## src/rtl/smi_sci_pkg.sv

```systemverilog
package smi_sci_pkg;

    typedef enum logic [1:0] {
        SMI_IDLE,
        SMI_ACTIVE,
        SMI_GAP
    } smi_state_e;

    localparam int          N_LINES      = 7;
    localparam logic [2:0]  LEGACY_SLOTS = 3'd3;
    localparam logic [2:0]  SLOT_NONE    = 3'd7;

    localparam logic [1:0]  ADDR_EOS   = 2'd0;
    localparam logic [1:0]  ADDR_ROUTE = 2'd1;
    localparam logic [1:0]  ADDR_MODE  = 2'd2;

    function automatic logic [2:0] irq_to_slot(input logic [4:0] irq);
        logic [2:0] s;
        unique case (irq)
            5'd9:    s = 3'd0;
            5'd10:   s = 3'd1;
            5'd11:   s = 3'd2;
            5'd20:   s = 3'd3;
            5'd21:   s = 3'd4;
            5'd22:   s = 3'd5;
            5'd23:   s = 3'd6;
            default: s = SLOT_NONE;
        endcase
        return s;
    endfunction

    function automatic logic [4:0] slot_to_irq(input logic [2:0] slot);
        if (slot < LEGACY_SLOTS)
            return 5'd9 + {2'b00, slot};
        else
            return 5'd17 + {2'b00, slot};
    endfunction

endpackage

```

## src/rtl/smi_fsm.sv

```systemverilog
module smi_fsm
    import smi_sci_pkg::*;
#(
    parameter int N_EVT   = 4,
    parameter int GAP_CYC = 4
) (
    input  logic             clk,
    input  logic             rst_n,
    input  logic [N_EVT-1:0] evt,
    input  logic             eos_wr,
    output logic             smi_n
);

    localparam int             CNT_W    = (GAP_CYC > 1) ? $clog2(GAP_CYC) : 1;
    localparam logic [CNT_W-1:0] CNT_LAST = CNT_W'(GAP_CYC - 1);

    smi_state_e       state_q, state_d;
    logic             pend_q, pend_d;
    logic [CNT_W-1:0] cnt_q, cnt_d;
    logic             any_evt;

    assign any_evt = |evt;

    // state register
    always_ff @(posedge clk) begin
        if (!rst_n) begin
            state_q <= SMI_IDLE;
            pend_q  <= 1'b0;
            cnt_q   <= '0;
        end else begin
            state_q <= state_d;
            pend_q  <= pend_d;
            cnt_q   <= cnt_d;
        end
    end

    // next state
    always_comb begin
        state_d = state_q;
        pend_d  = pend_q;
        cnt_d   = cnt_q;
        unique case (state_q)
            SMI_IDLE: begin
                if (pend_q || any_evt) begin
                    state_d = SMI_ACTIVE;
                    pend_d  = 1'b0;
                end
            end
            SMI_ACTIVE: begin
                pend_d = pend_q | any_evt;
                if (eos_wr) begin
                    state_d = SMI_GAP;
                    cnt_d   = '0;
                end
            end
            SMI_GAP: begin
                if (cnt_q == CNT_LAST) begin
                    state_d = (pend_q || any_evt) ? SMI_ACTIVE : SMI_IDLE;
                    pend_d  = 1'b0;
                end else begin
                    cnt_d  = cnt_q + 1'b1;
                    pend_d = pend_q | any_evt;
                end
            end
            default: state_d = SMI_IDLE;
        endcase
    end

    // outputs
    always_comb begin
        smi_n = (state_q != SMI_ACTIVE);
    end

    // checker state: length of the current high run and whether a low was seen
    logic [7:0] hi_run;
    logic       was_low;
    always_ff @(posedge clk) begin
        if (!rst_n) begin
            hi_run  <= '0;
            was_low <= 1'b0;
        end else begin
            if (smi_n) begin
                if (hi_run != 8'hFF) hi_run <= hi_run + 8'd1;
            end else begin
                hi_run  <= '0;
                was_low <= 1'b1;
            end
        end
    end


    idle_evt_fires_chk: assert property (@(posedge clk) disable iff (!rst_n)
        (smi_n && state_q == SMI_IDLE && any_evt) |=> !smi_n);


    hold_until_eos_chk: assert property (@(posedge clk) disable iff (!rst_n)
        (!smi_n && !eos_wr) |=> !smi_n);


    min_gap_chk: assert property (@(posedge clk) disable iff (!rst_n)
        (was_low && !smi_n && $past(smi_n)) |-> (hi_run >= 8'(GAP_CYC)));


    eos_releases_chk: assert property (@(posedge clk) disable iff (!rst_n)
        (!smi_n && eos_wr) |=> smi_n);

endmodule

```

## src/rtl/sci_src_bank.sv

```systemverilog
module sci_src_bank #(
    parameter int N_SRC = 8
) (
    input  logic             clk,
    input  logic             rst_n,
    input  logic [N_SRC-1:0] set,
    input  logic [N_SRC-1:0] clr,
    output logic             active
);

    logic [N_SRC-1:0] status_q;

    always_ff @(posedge clk) begin
        if (!rst_n) status_q <= '0;
        else        status_q <= (status_q & ~clr) | set;
    end

    assign active = |status_q;


    set_wins_chk: assert property (@(posedge clk) disable iff (!rst_n)
        (set != '0) |=> active);


    drained_chk: assert property (@(posedge clk) disable iff (!rst_n)
        (set == '0 && (clr | ~status_q) == '1) |=> !active);

endmodule

```

## src/rtl/sci_router.sv

```systemverilog
module sci_router
    import smi_sci_pkg::*;
(
    input  logic               clk,
    input  logic               rst_n,
    input  logic               route_wr,
    input  logic [4:0]         route_irq,
    input  logic               mode_wr,
    input  logic               apic_in,
    input  logic               shared_in,
    input  logic               active,
    output logic [N_LINES-1:0] line_vec,
    output logic               pin,
    output logic [4:0]         irq_num
);

    logic [2:0] slot_q;
    logic       apic_q, shared_q;
    logic [2:0] req_slot;
    logic       req_ok;

    always_comb begin
        req_slot = irq_to_slot(route_irq);
        req_ok   = (req_slot < LEGACY_SLOTS) || (apic_q && req_slot != SLOT_NONE);
    end

    always_ff @(posedge clk) begin
        if (!rst_n) begin
            slot_q   <= 3'd0;
            apic_q   <= 1'b0;
            shared_q <= 1'b0;
        end else begin
            if (route_wr && req_ok) slot_q <= req_slot;
            if (mode_wr) begin
                apic_q   <= apic_in;
                shared_q <= shared_in;
                if (!apic_in && slot_q >= LEGACY_SLOTS) slot_q <= 3'd0;
            end
        end
    end

    for (genvar g = 0; g < N_LINES; g++) begin : g_line
        assign line_vec[g] = active && (slot_q == 3'(g));
    end

    assign pin     = active ^ shared_q;
    assign irq_num = slot_to_irq(slot_q);


    illegal_ignored_chk: assert property (@(posedge clk) disable iff (!rst_n)
        (route_wr && !req_ok && !mode_wr) |=> $stable(irq_num));


    line_onehot_chk: assert property (@(posedge clk) disable iff (!rst_n)
        $onehot0(line_vec));


    legacy_range_chk: assert property (@(posedge clk) disable iff (!rst_n)
        !apic_q |-> (irq_num <= 5'd11 && irq_num >= 5'd9));

endmodule

```

## src/rtl/smi_sci_gen.sv

```systemverilog
module smi_sci_gen
    import smi_sci_pkg::*;
#(
    parameter int N_SMI   = 4,
    parameter int N_SCI   = 8,
    parameter int GAP_CYC = 4
) (
    input  logic               clk,
    input  logic               rst_n,
    input  logic [N_SMI-1:0]   smi_evt,
    input  logic [N_SCI-1:0]   sci_set,
    input  logic [N_SCI-1:0]   sci_clr,
    input  logic               wr_en,
    input  logic [1:0]         wr_addr,
    input  logic [7:0]         wr_data,
    output logic               smi_n,
    output logic               sci_pin,
    output logic [N_LINES-1:0] sci_line,
    output logic [4:0]         sci_irq
);

    logic eos_wr, route_wr, mode_wr, sci_active;

    assign eos_wr   = wr_en && (wr_addr == ADDR_EOS) && wr_data[0];
    assign route_wr = wr_en && (wr_addr == ADDR_ROUTE);
    assign mode_wr  = wr_en && (wr_addr == ADDR_MODE);

    smi_fsm #(.N_EVT(N_SMI), .GAP_CYC(GAP_CYC)) u_smi (
        .clk    (clk),
        .rst_n  (rst_n),
        .evt    (smi_evt),
        .eos_wr (eos_wr),
        .smi_n  (smi_n)
    );

    sci_src_bank #(.N_SRC(N_SCI)) u_bank (
        .clk    (clk),
        .rst_n  (rst_n),
        .set    (sci_set),
        .clr    (sci_clr),
        .active (sci_active)
    );

    sci_router u_route (
        .clk       (clk),
        .rst_n     (rst_n),
        .route_wr  (route_wr),
        .route_irq (wr_data[4:0]),
        .mode_wr   (mode_wr),
        .apic_in   (wr_data[0]),
        .shared_in (wr_data[1]),
        .active    (sci_active),
        .line_vec  (sci_line),
        .pin       (sci_pin),
        .irq_num   (sci_irq)
    );

endmodule

```

## config.mk

```make
export PLATFORM = sky130hd
export DESIGN_NAME = smi_sci_gen
export DESIGN_NICKNAME = d
export VERILOG_FILES = /design/src/rtl/smi_sci_pkg.sv /design/src/rtl/smi_fsm.sv /design/src/rtl/sci_src_bank.sv /design/src/rtl/sci_router.sv /design/src/rtl/smi_sci_gen.sv
export SDC_FILE = /design/constraint.sdc
export NUM_CORES = 1
export LEC_CHECK = 0
export ABC_AREA = 0
export BUFFER_PORTS_ARGS = -buffer_cell sky130_fd_sc_hd__buf_2
export CORE_MARGIN = 4
export CORE_UTILIZATION = 44
export CTS_BUF_LIST = sky130_fd_sc_hd__clkbuf_2
export DETAILED_ROUTE_END_ITERATION = 7
export PLACE_DENSITY_LB_ADDON = 0.25
export RECOVER_POWER = 50
export SYNTH_ARGS = -nofsm -noshare
export SYNTH_HDL_FRONTEND = slang
export SYNTH_SLANG_ARGS = --single-unit
```

## constraint.sdc

```tcl
create_clock -name clk -period 1.6 [get_ports clk]
set_clock_uncertainty 0.1 [all_clocks]
set_input_delay 0.24 -clock clk [delete_from_list [all_inputs] [get_ports clk]]
set_output_delay 0.24 -clock clk [all_outputs]
set_load 0.1 [all_outputs]
```

==> results of run 1 <==
==> worst max-delay path, delay by kind of cell, from the launching register on <==
family | cells | cell delay (ns)
and+or+nand+nor | 2 | 0.45
DFF | 1 | 0.38
buffers and inverters | 2 | 0.35
xor gates and xnor gates | 1 | 0.14
==> cell usage in the layout (no fill, tap or decap), types with 2 or more instances in the layout <==
cell type	count
buf_2	29
inv_1	14
a21oi_1	13
nor2_1	13
buf_4	12
dfxtp_1	10
buf_12	7
o21ai_0	6
buf_8	6
buf_6	6
dfxtp_2	6
and3_2	5
nand2_1	5
ha_1	5
ha_4	5
mux2i_1	4
nor3_1	4
inv_2	3
or3_1	3
clkbuf_2	3
nand3b_1	2
a211oi_2	2
nand3_1	2
dfxtp_4	2
==> per-stage QoR <==
stage               util, %  hold WS, ns  std cells  power (mW)  area, µm²
floorplan                 -        0.257        134       0.932       1130
global placement       67.9        0.341        215        1.10       1550
detailed placement     67.9        0.349        215        1.13       1550
CTS                    80.3       0.0252        224        1.37       1830
global route           82.1       0.0115        225        1.51       1870
finish                 82.1       0.0223        225        1.43       1870
==> final timing paths <==
| check | startpoint | endpoint | cells past startpoint |
|---|---|---|---|
| max | u_bank.status_q[1] | sci_pin | 5 |
| min | sci_set[7] | u_bank.status_q[7] | 3 |
| max reg2reg | u_smi.state_q[0] | u_smi.pend_q | 6 |
| min reg2reg | u_smi.pend_q | u_smi.pend_q | 2 |
==> state kept, by name, indices dropped and copies added, names as in the netlist <==
register          count
u_smi.cnt_q           2
u_bank.status_q       8
u_smi.state_q         2
u_route.apic_q        1
u_smi.pend_q          1
u_route.shared_q      1
u_route.slot_q        3
==> cell families after synthesis <==
logic type	count (synthesis)	share of synthesized area, %
AOI/OAI and AO/OA	29	17.1
xor gates and xnor gates	3	2.43
adders and majority gates	11	12.7
buffers and inverters	20	6.94
DFF	18	33.3
muxes	4	3.70
and+or+nand+nor	49	23.7
==> layout make-up <==
| cell class | instances | area, µm² |
|---|---|---|
| multi-input combinational | 96 | 828 |
| timing repair buffer | 60 | 533 |
| fill | 145 | 408 |
| sequential | 18 | 375 |
| inverter | 19 | 77.6 |
| tap | 28 | 35.0 |
| clock buffer | 3 | 15.0 |
| clock inverter | 1 | 3.75 |
==> synthesized netlist by cell type (all sizes together) (2+ instances only) <==
cell type	instances
or3	3
xor2	2
a211oi	2
nand3	3
dfxtp	18
nand2	7
ha	11
nor4	2
and3	6
o21ai	6
nor3	4
nand3b	2
a21oi	13
nor2	14
inv	19
and2	2
mux2i	4
==> power by group through the flow <==
stage	sequential [mW]	combinational [mW]	clock, mW
detailed placement	0.547	0.580	0
finish	0.553	0.679	0.196
global placement	0.544	0.554	0
global route	0.559	0.731	0.219
floorplan	0.538	0.394	0
CTS	0.541	0.628	0.199
==> metal layers <==
| layer | wire [µm] | vias up |
|---|---|---|
| li1 | - | 586 |
| met1 | 1080 | 556 |
| met2 | 1700 | 49 |
| met3 | 173 | 8 |
| met4 | 55 | 0 |
| met5 | 0 | - |
==> timing repair <==
| action | CTS | global route |
|---|---|---|
| setup buffers | 5 | 3 |
| pin swaps | 8 | 7 |
| setup endpoints to repair | 18 | 20 |
| hold endpoints to repair | 0 | 0 |
| gates cloned | 0 | 0 |
| gates resized for setup | 57 | 12 |
| hold buffers | 0 | 0 |
==> results.py, run 1 <==
metrics = {
    "yosys": {
        "synth_nets": 178,
        "yosysSeqAreaShare_pct": 33.3,
        "async_flop_share_pct": 0,
        "ys_top_cells_by_area": "dfxtp_1, ha_1, inv_1",
        "synthFlopType": "dfxtp_1",
        "yosysTopAreaCell": "dfxtp_1",
        "syn_area_um2": 1080,
        "yosys_warnings": 0,
        "synth-edff-count": 0,
        "yosysTopAreaCellShare_pct": 33.3,
        "synth_cell_types": 35,
        "ys_seq_elements": 18,
        "synth_area_per_cell_um2": 8.07,
        "synth_cells": 134,
    },
    "global_route": {
        "met1_usage_pct": 15.5,
        "grt_first_pass_wirelength_mm": 4.78,
        "grt_pass1_vias": 1223,
        "overflow": 0,
        "grt_max_degree": 13,
        "use_met3_pct": 3.85,
        "grt_usage_pct": 18.3,
        "grt_use_met2_pct": 39.0,
        "top_usage_layer": "met2",
        "antenna_found_initial": 0,
    },
    "route": {
        "drcViolationCount": 0,
        "first_pass_iters": 4,
        "drt_wl_total_mm": 3.00,
        "via_per_inst": 5.33,
        "wire_per_inst_um": 13.4,
        "first_iter_violations": 19,
        "vias": 1199,
        "final_antenna_net_count": 0,
    },
    "critical_path": {
        "critPathCaptureType": "primary output",
        "crit_path_start_kind": "flop",
        "cp_slowest_stage_delay_ns": 0.38,
        "path_class": "flop to primary output",
        "critPathSlowestCell": "dfxtp_2",
        "required_ns": 1.26,
        "path_cells": "nor4_4 -> nand2_2 -> buf_6 -> xor2_4 -> buf_12",
        "r2r_slack_ns": 0.01,
        "arrival_ns": 1.62,
        "crit_path_max_fanout": 8,
    },
    "cts": {
        "cts.sinks": 18,
        "root_buffer": "clkbuf_2",
        "cts_tree": "yes",
        "cts_made_buffers": 3,
        "clk_latency_ns": 0.30,
        "clk_pin_slew_ns": 0.18,
        "cts_buffer_depth": 2,
        "cts_max_level": 1,
    },
    "timing": {
        "grt_setup_unrepaired": "yes",
        "min_period_over_period_pct": 123,
        "fin_crit_ns": 1.96,
        "tightestPinTransition_ns": 0.323,
        "max_freq_mhz": 510,
        "slew_headroom_pct": 78.3,
        "final_hold_viol_count": 0,
        "setup_viol": 12,
        "slew_violations": 0,
        "tns_ns": -2.89,
        "setup_ws_ns": -0.362,
    },
    "min_path": {
        "min_path_type": "input pin to flop",
    },
    "pwr": {
        "p_leak_nw": 0.849,
        "clockPowerShare_pct": 13.7,
        "power.share.sequential_pct": 38.7,
        "swShare_pct": 40.2,
        "max-vdd-ir-drop_mv": 0.951,
        "power_density_nw_per_um2": 764,
        "pwr-share-comb_pct": 47.5,
        "p_int_mw": 0.854,
        "p_sw_mw": 0.573,
    },
    "placed_design": {
        "io_buffer_count": 43,
        "hpwl_mm": 2.16,
        "dp_worst_setup_slack_ns": -0.129,
        "gp_congestion": 0.775,
    },
    "finish": {
        "area_growth_pct": 72.8,
        "finalNetCount": 242,
        "drive_above_1_share_pct": 51.8,
        "antenna_cells": 0,
    },
    "die": {
        "ios": 47,
        "row_count": 17,
        "die_height_um": 57.6,
        "dieWidth_um": 57.6,
        "dieArea_um2": 3310,
        "core_um2": 2280,
        "start_util_pct": 47.5,
    },
    "job": {
        "max-cap-violations": 0,
    },
    "status": {
        "status": "finished with violations",
        "violations": "setup timing",
    },
}
(Power assumes the default switching activity.)
==> run 2: changes to the inputs <==
- REMOVE_ABC_BUFFERS: not set -> 1
==> run 2 against run 1 <==
Effect of this change:
- the run still ends with setup timing left
- sequential share of layout area increased by 0.36 points
- first-iteration DRC count increased by 110%
- clock power about the same
- maximum frequency increased by 4.1%
- critical path depth decreased by 1
- critical endpoint unchanged
- largest power group unchanged
==> results.py, run 2 (synthesis results as in run 1) <==
metrics = {
    "timing": {
        "slew_violations": 0,
        "min_period_over_period_pct": 118,
        "setup_viol": 11,
        "grt_setup_unrepaired": "yes",
        "tns_ns": -2.43,
        "final_hold_viol_count": 0,
        "slew_headroom_pct": 79.1,
        "tightestPinTransition_ns": 0.312,
        "fin_crit_ns": 1.88,
        "max_freq_mhz": 531,
        "setup_ws_ns": -0.284,
    },
    "global_route": {
        "grt_first_pass_wirelength_mm": 4.69,
        "overflow": 0,
        "grt_pass1_vias": 1137,
        "antenna_found_initial": 0,
        "grt_usage_pct": 17.6,
        "grt_max_degree": 13,
    },
    "die": {
        "row_count": 17,
        "dieArea_um2": 3310,
        "core_um2": 2280,
        "ios": 47,
        "dieWidth_um": 57.6,
        "start_util_pct": 47.5,
        "die_height_um": 57.6,
    },
    "route": {
        "drt_wl_total_mm": 3.16,
        "first_iter_violations": 39,
        "vias": 1198,
        "first_pass_iters": 6,
        "final_antenna_net_count": 0,
        "via_per_inst": 5.40,
        "drcViolationCount": 0,
        "wire_per_inst_um": 14.2,
    },
    "finish": {
        "antenna_cells": 0,
        "finalNetCount": 239,
        "largest_register": "u_bank.status_q",
        "area_growth_pct": 69.8,
        "largest_reg_flops": 8,
        "drive_above_1_share_pct": 49.5,
        "reg_top3": "u_bank.status_q x8, u_route.slot_q x3",
        "fin_cells": 222,
        "layout_common_cells": "buf_2, nor2_1, a21oi_1, dfxtp_1",
        "final_common_cell": "buf_2",
    },
    "cts": {
        "root_buffer": "clkbuf_2",
        "clk_pin_slew_ns": 0.17,
        "cts_buffer_depth": 2,
        "cts_max_level": 1,
        "clk_latency_ns": 0.29,
        "cts.sinks": 18,
        "ctsHoldBuffers": 0,
        "cts_tree": "yes",
        "cts_made_buffers": 3,
    },
    "critical_path": {
        "crit_path_max_fanout": 8,
        "critPathCaptureType": "primary output",
        "crit_path_start_kind": "flop",
        "required_ns": 1.26,
        "arrival_ns": 1.54,
        "path_class": "flop to primary output",
        "ff2ff_path_depth": 6,
    },
    "placed_design": {
        "hpwl_mm": 2.07,
        "dp_worst_setup_slack_ns": -0.0387,
        "dp.cells": 212,
        "gp_congestion": 0.768,
        "io_buffer_count": 43,
    },
    "min_path": {
        "hold_depth": 3,
        "min_path_type": "input pin to flop",
    },
    "status": {
        "status": "finished with violations",
        "violations": "setup timing",
    },
    "pwr": {
        "power_density_nw_per_um2": 772,
        "max-vdd-ir-drop_mv": 0.920,
        "finalPower_mw": 1.42,
        "p_leak_nw": 0.842,
    },
    "job": {
        "max-cap-violations": 0,
    },
}
-- run 2: path summary, 6_finish.rpt --
check / startpoint / endpoint / slack, ns
max: u_bank.status_q[6] / sci_pin / -0.28
min: sci_set[3] / u_bank.status_q[3] / 0.04
max reg2reg: u_route.slot_q[1] / u_route.slot_q[2] / 0.05
min reg2reg: u_smi.pend_q / u_smi.pend_q / 0.41
-- run 2: report_power, final --
group | total [mW] | switching (mW) | internal (mW) | leakage (nW)
registers | 0.567 | 0.0587 | 0.509 | 0.151
logic | 0.658 | 0.367 | 0.291 | 0.677
clock network | 0.193 | 0.138 | 0.0544 | 0.0140
-- run 2: worst max-delay path, stage by stage (launching register included) --
cell and delay (ns):
dfxtp_1 0.36, nor4_2 0.29, nand2_2 0.18, xor2_2 0.22, buf_12 0.20
-- run 2: per-layer routing --
metal	up-vias	wire, µm	GRT usage, %	share of wire [%]
li1	581	-	-	-
met1	557	1190	19.6	38
met2	54	1720	32.3	54
met3	6	194	3.62	6.1
met4	0	52	6.95	1.6
met5	-	0	0	0
-- run 2: area by class of cell --
cell class / instances / area, µm²
multi-input cells: 96 / 833
repair buffers: 57 / 497
clock inverters: 1 / 3.75
clock buffers: 3 / 15.0
inverters: 19 / 76.3
fillers: 134 / 440
well taps: 28 / 35.0
flip-flops and latches: 18 / 375
-- run 2: timing repair --
action | 4_1_cts | 5_1_grt
endpoints found under the setup margin | 15 | 17
pin swaps | 11 | 9
buffers inserted | 3 | 3
resized for setup | 51 | 24
-- run 2: through the flow --
step / utilization (%) / area [µm²] / hold WS (ns)
CTS: 75.0 / 1710 / 0.0339
finish: 80.6 / 1840 / 0.0390
global route: 80.6 / 1840 / -0.0000429
floorplan: - / 1080 / 0.257
detailed placement: 64.9 / 1480 / 0.355
global placement: 64.9 / 1480 / 0.344
==> run 3: changes to the inputs <==
- BUFFER_PORTS_ARGS: -buffer_cell sky130_fd_sc_hd__buf_2 -> -buffer_cell sky130_fd_sc_hd__buf_4
- CORE_ASPECT_RATIO: not set -> 1.5
==> run 3 against run 2 <==
Effect of this change:
- largest power group unchanged
- maximum frequency down 2.1%
- first-iteration DRC count stayed put
- via count increased by 3.5%
- the flow still finishes with violations (setup timing)
- critical path depth stayed put
- worst hold slack got worse by 0.028 ns
- non-clock buffer count rose by 1
==> results.py, run 3 (synthesis results as in run 1) <==
metrics = {
    "status": {
        "status": "finished with violations",
        "violations": "setup timing",
    },
    "die": {
        "core_um2": 2290,
        "dieWidth_um": 48.5,
        "die_height_um": 68.7,
        "row_count": 21,
        "ios": 47,
        "start_util_pct": 47.3,
        "dieArea_um2": 3330,
    },
    "placed_design": {
        "dp_worst_setup_slack_ns": -0.0545,
        "gp_congestion": 0.822,
        "hpwl_mm": 2.28,
        "io_buffer_count": 43,
        "place_area_um2": 1480,
    },
    "cts": {
        "root_buffer": "clkbuf_2",
        "ctsHoldBuffers": 0,
        "cts.sinks": 18,
        "cts_tree": "yes",
        "clk_latency_ns": 0.32,
        "cts_max_level": 1,
        "cts_made_buffers": 3,
        "cts_buffer_depth": 2,
        "clk_pin_slew_ns": 0.18,
    },
    "global_route": {
        "antenna_found_initial": 0,
        "top_usage_layer": "met2",
        "overflow": 0,
        "grt_usage_pct": 20.4,
        "use_met3_pct": 2.37,
        "grt_pass1_vias": 1225,
        "grt_use_met2_pct": 43.5,
        "grt_first_pass_wirelength_mm": 5.32,
        "met1_usage_pct": 18.4,
        "grt_max_degree": 13,
    },
    "finish": {
        "final_core_util_pct": 81.8,
        "layout_common_cells": "buf_4, buf_6, nor2_1",
        "finalNetCount": 240,
        "largest_reg_flops": 8,
        "reg_top3": "u_bank.status_q x8, u_route.slot_q x3",
        "final_common_cell": "buf_4",
        "largest_register": "u_bank.status_q",
        "design_area_um2": 1870,
        "drive_above_1_share_pct": 48.7,
        "area_growth_pct": 73.0,
        "antenna_cells": 0,
    },
    "critical_path": {
        "critPathTopFamily": "simple AND/OR/NAND/NOR gates",
        "r2r_end": "u_route.slot_q[2]",
        "critPathCaptureType": "primary output",
        "crit_path_start_kind": "flop",
        "cp_slowest_stage_delay_ns": 0.37,
        "r2r_slack_ns": -0.08,
        "ff2ff_path_depth": 6,
        "r2r-start": "u_route.slot_q[0]",
        "crit_buf_inv": 1,
        "critPathSlowestCell": "dfxtp_2",
        "path_cells": "nor4_4 -> nand2_2 -> xor2_1 -> buf_6",
        "arrival_ns": 1.58,
        "path_class": "flop to primary output",
        "crit_path_max_fanout": 8,
        "required_ns": 1.26,
    },
    "timing": {
        "slew_violations": 0,
        "hold_ws_ns": 0.0107,
        "max_freq_mhz": 520,
        "setup_ws_ns": -0.325,
        "setup_viol": 15,
        "slew_headroom_pct": 64.5,
        "min_period_over_period_pct": 120,
        "grt_setup_unrepaired": "yes",
        "final_hold_viol_count": 0,
        "fin_crit_ns": 1.92,
        "tightestPinTransition_ns": 0.527,
    },
    "min_path": {
        "hp-start": "sci_set[3]",
        "hold_path_end": "u_bank.status_q[3]",
        "min_path_type": "input pin to flop",
        "hold_depth": 3,
    },
    "route": {
        "drt_wl_total_mm": 3.66,
        "first_iter_violations": 39,
        "via_per_inst": 5.69,
        "final_antenna_net_count": 0,
        "wire_per_inst_um": 16.8,
        "drcViolationCount": 0,
        "vias": 1240,
        "first_pass_iters": 4,
    },
    "job": {
        "max-cap-violations": 0,
    },
    "pwr": {
        "p_leak_nw": 0.861,
        "finalPower_mw": 1.51,
        "max-vdd-ir-drop_mv": 1.01,
        "power_density_nw_per_um2": 806,
    },
}
## run 3: cell types whose count changed in the layout (fill, tap and decap cells not counted), sizes merged
cell | previous run | this run
buf | 57 | 58
## run 3: worst max path at each step
stage                        from      end  slack (ns)  cells after the start
6_report       u_bank.status_q[3]  sci_pin       -0.32                      4
5_1_grt        u_bank.status_q[7]  sci_pin       -0.42                      4
3_5_place_dp   u_bank.status_q[6]  sci_pin       -0.05                      4
3_3_place_gp   u_bank.status_q[6]  sci_pin      -0.008                      4
2_1_floorplan  u_bank.status_q[6]  sci_pin       -0.89                      3
4_1_cts        u_bank.status_q[3]  sci_pin       -0.30                      4
## run 3: area by class of cell
type / count / area, µm²
multi-input combinational: 96 / 822
clock inverter: 1 / 3.75
timing repair buffer: 58 / 551
clock buffer: 3 / 15.0
tap: 23 / 28.8
inverter: 19 / 76.3
sequential: 18 / 374
fill: 142 / 415
## run 3: through the flow
stage | std cells | TNS, ns
floorplan | 133 | -2.91
global placement | 206 | -0.00803
detailed placement | 206 | -0.291
CTS | 216 | -2.26
global route | 218 | -4.11
finish | 218 | -2.99
## run 3: report_power, final
group / switching, mW / internal, mW
registers: 0.0560 / 0.500
logic: 0.398 / 0.346
clock network: 0.154 / 0.0543
total: 0.608 / 0.900
## run 3: worst min-delay path, delay by kind of cell
family          cells  cell delay, ns
compound gates      1            0.03
simple gates        1            0.07
buf+inv             1            0.08
## run 3: routing by layer
metal / vias up / part of all wire [%]
met4: 0 / 2.9
met5: - / 0
met1: 595 / 33
met2: 45 / 60
met3: 11 / 4.1
li1: 589 / -
## run 3: what timing repair did
item                                   in CTS  in global routing
gates resized for setup                    53                 24
setup endpoints to repair                  13                 16
buffers inserted                            6                  2
pin swaps                                   8                  6
endpoints found under the hold margin       0                  0
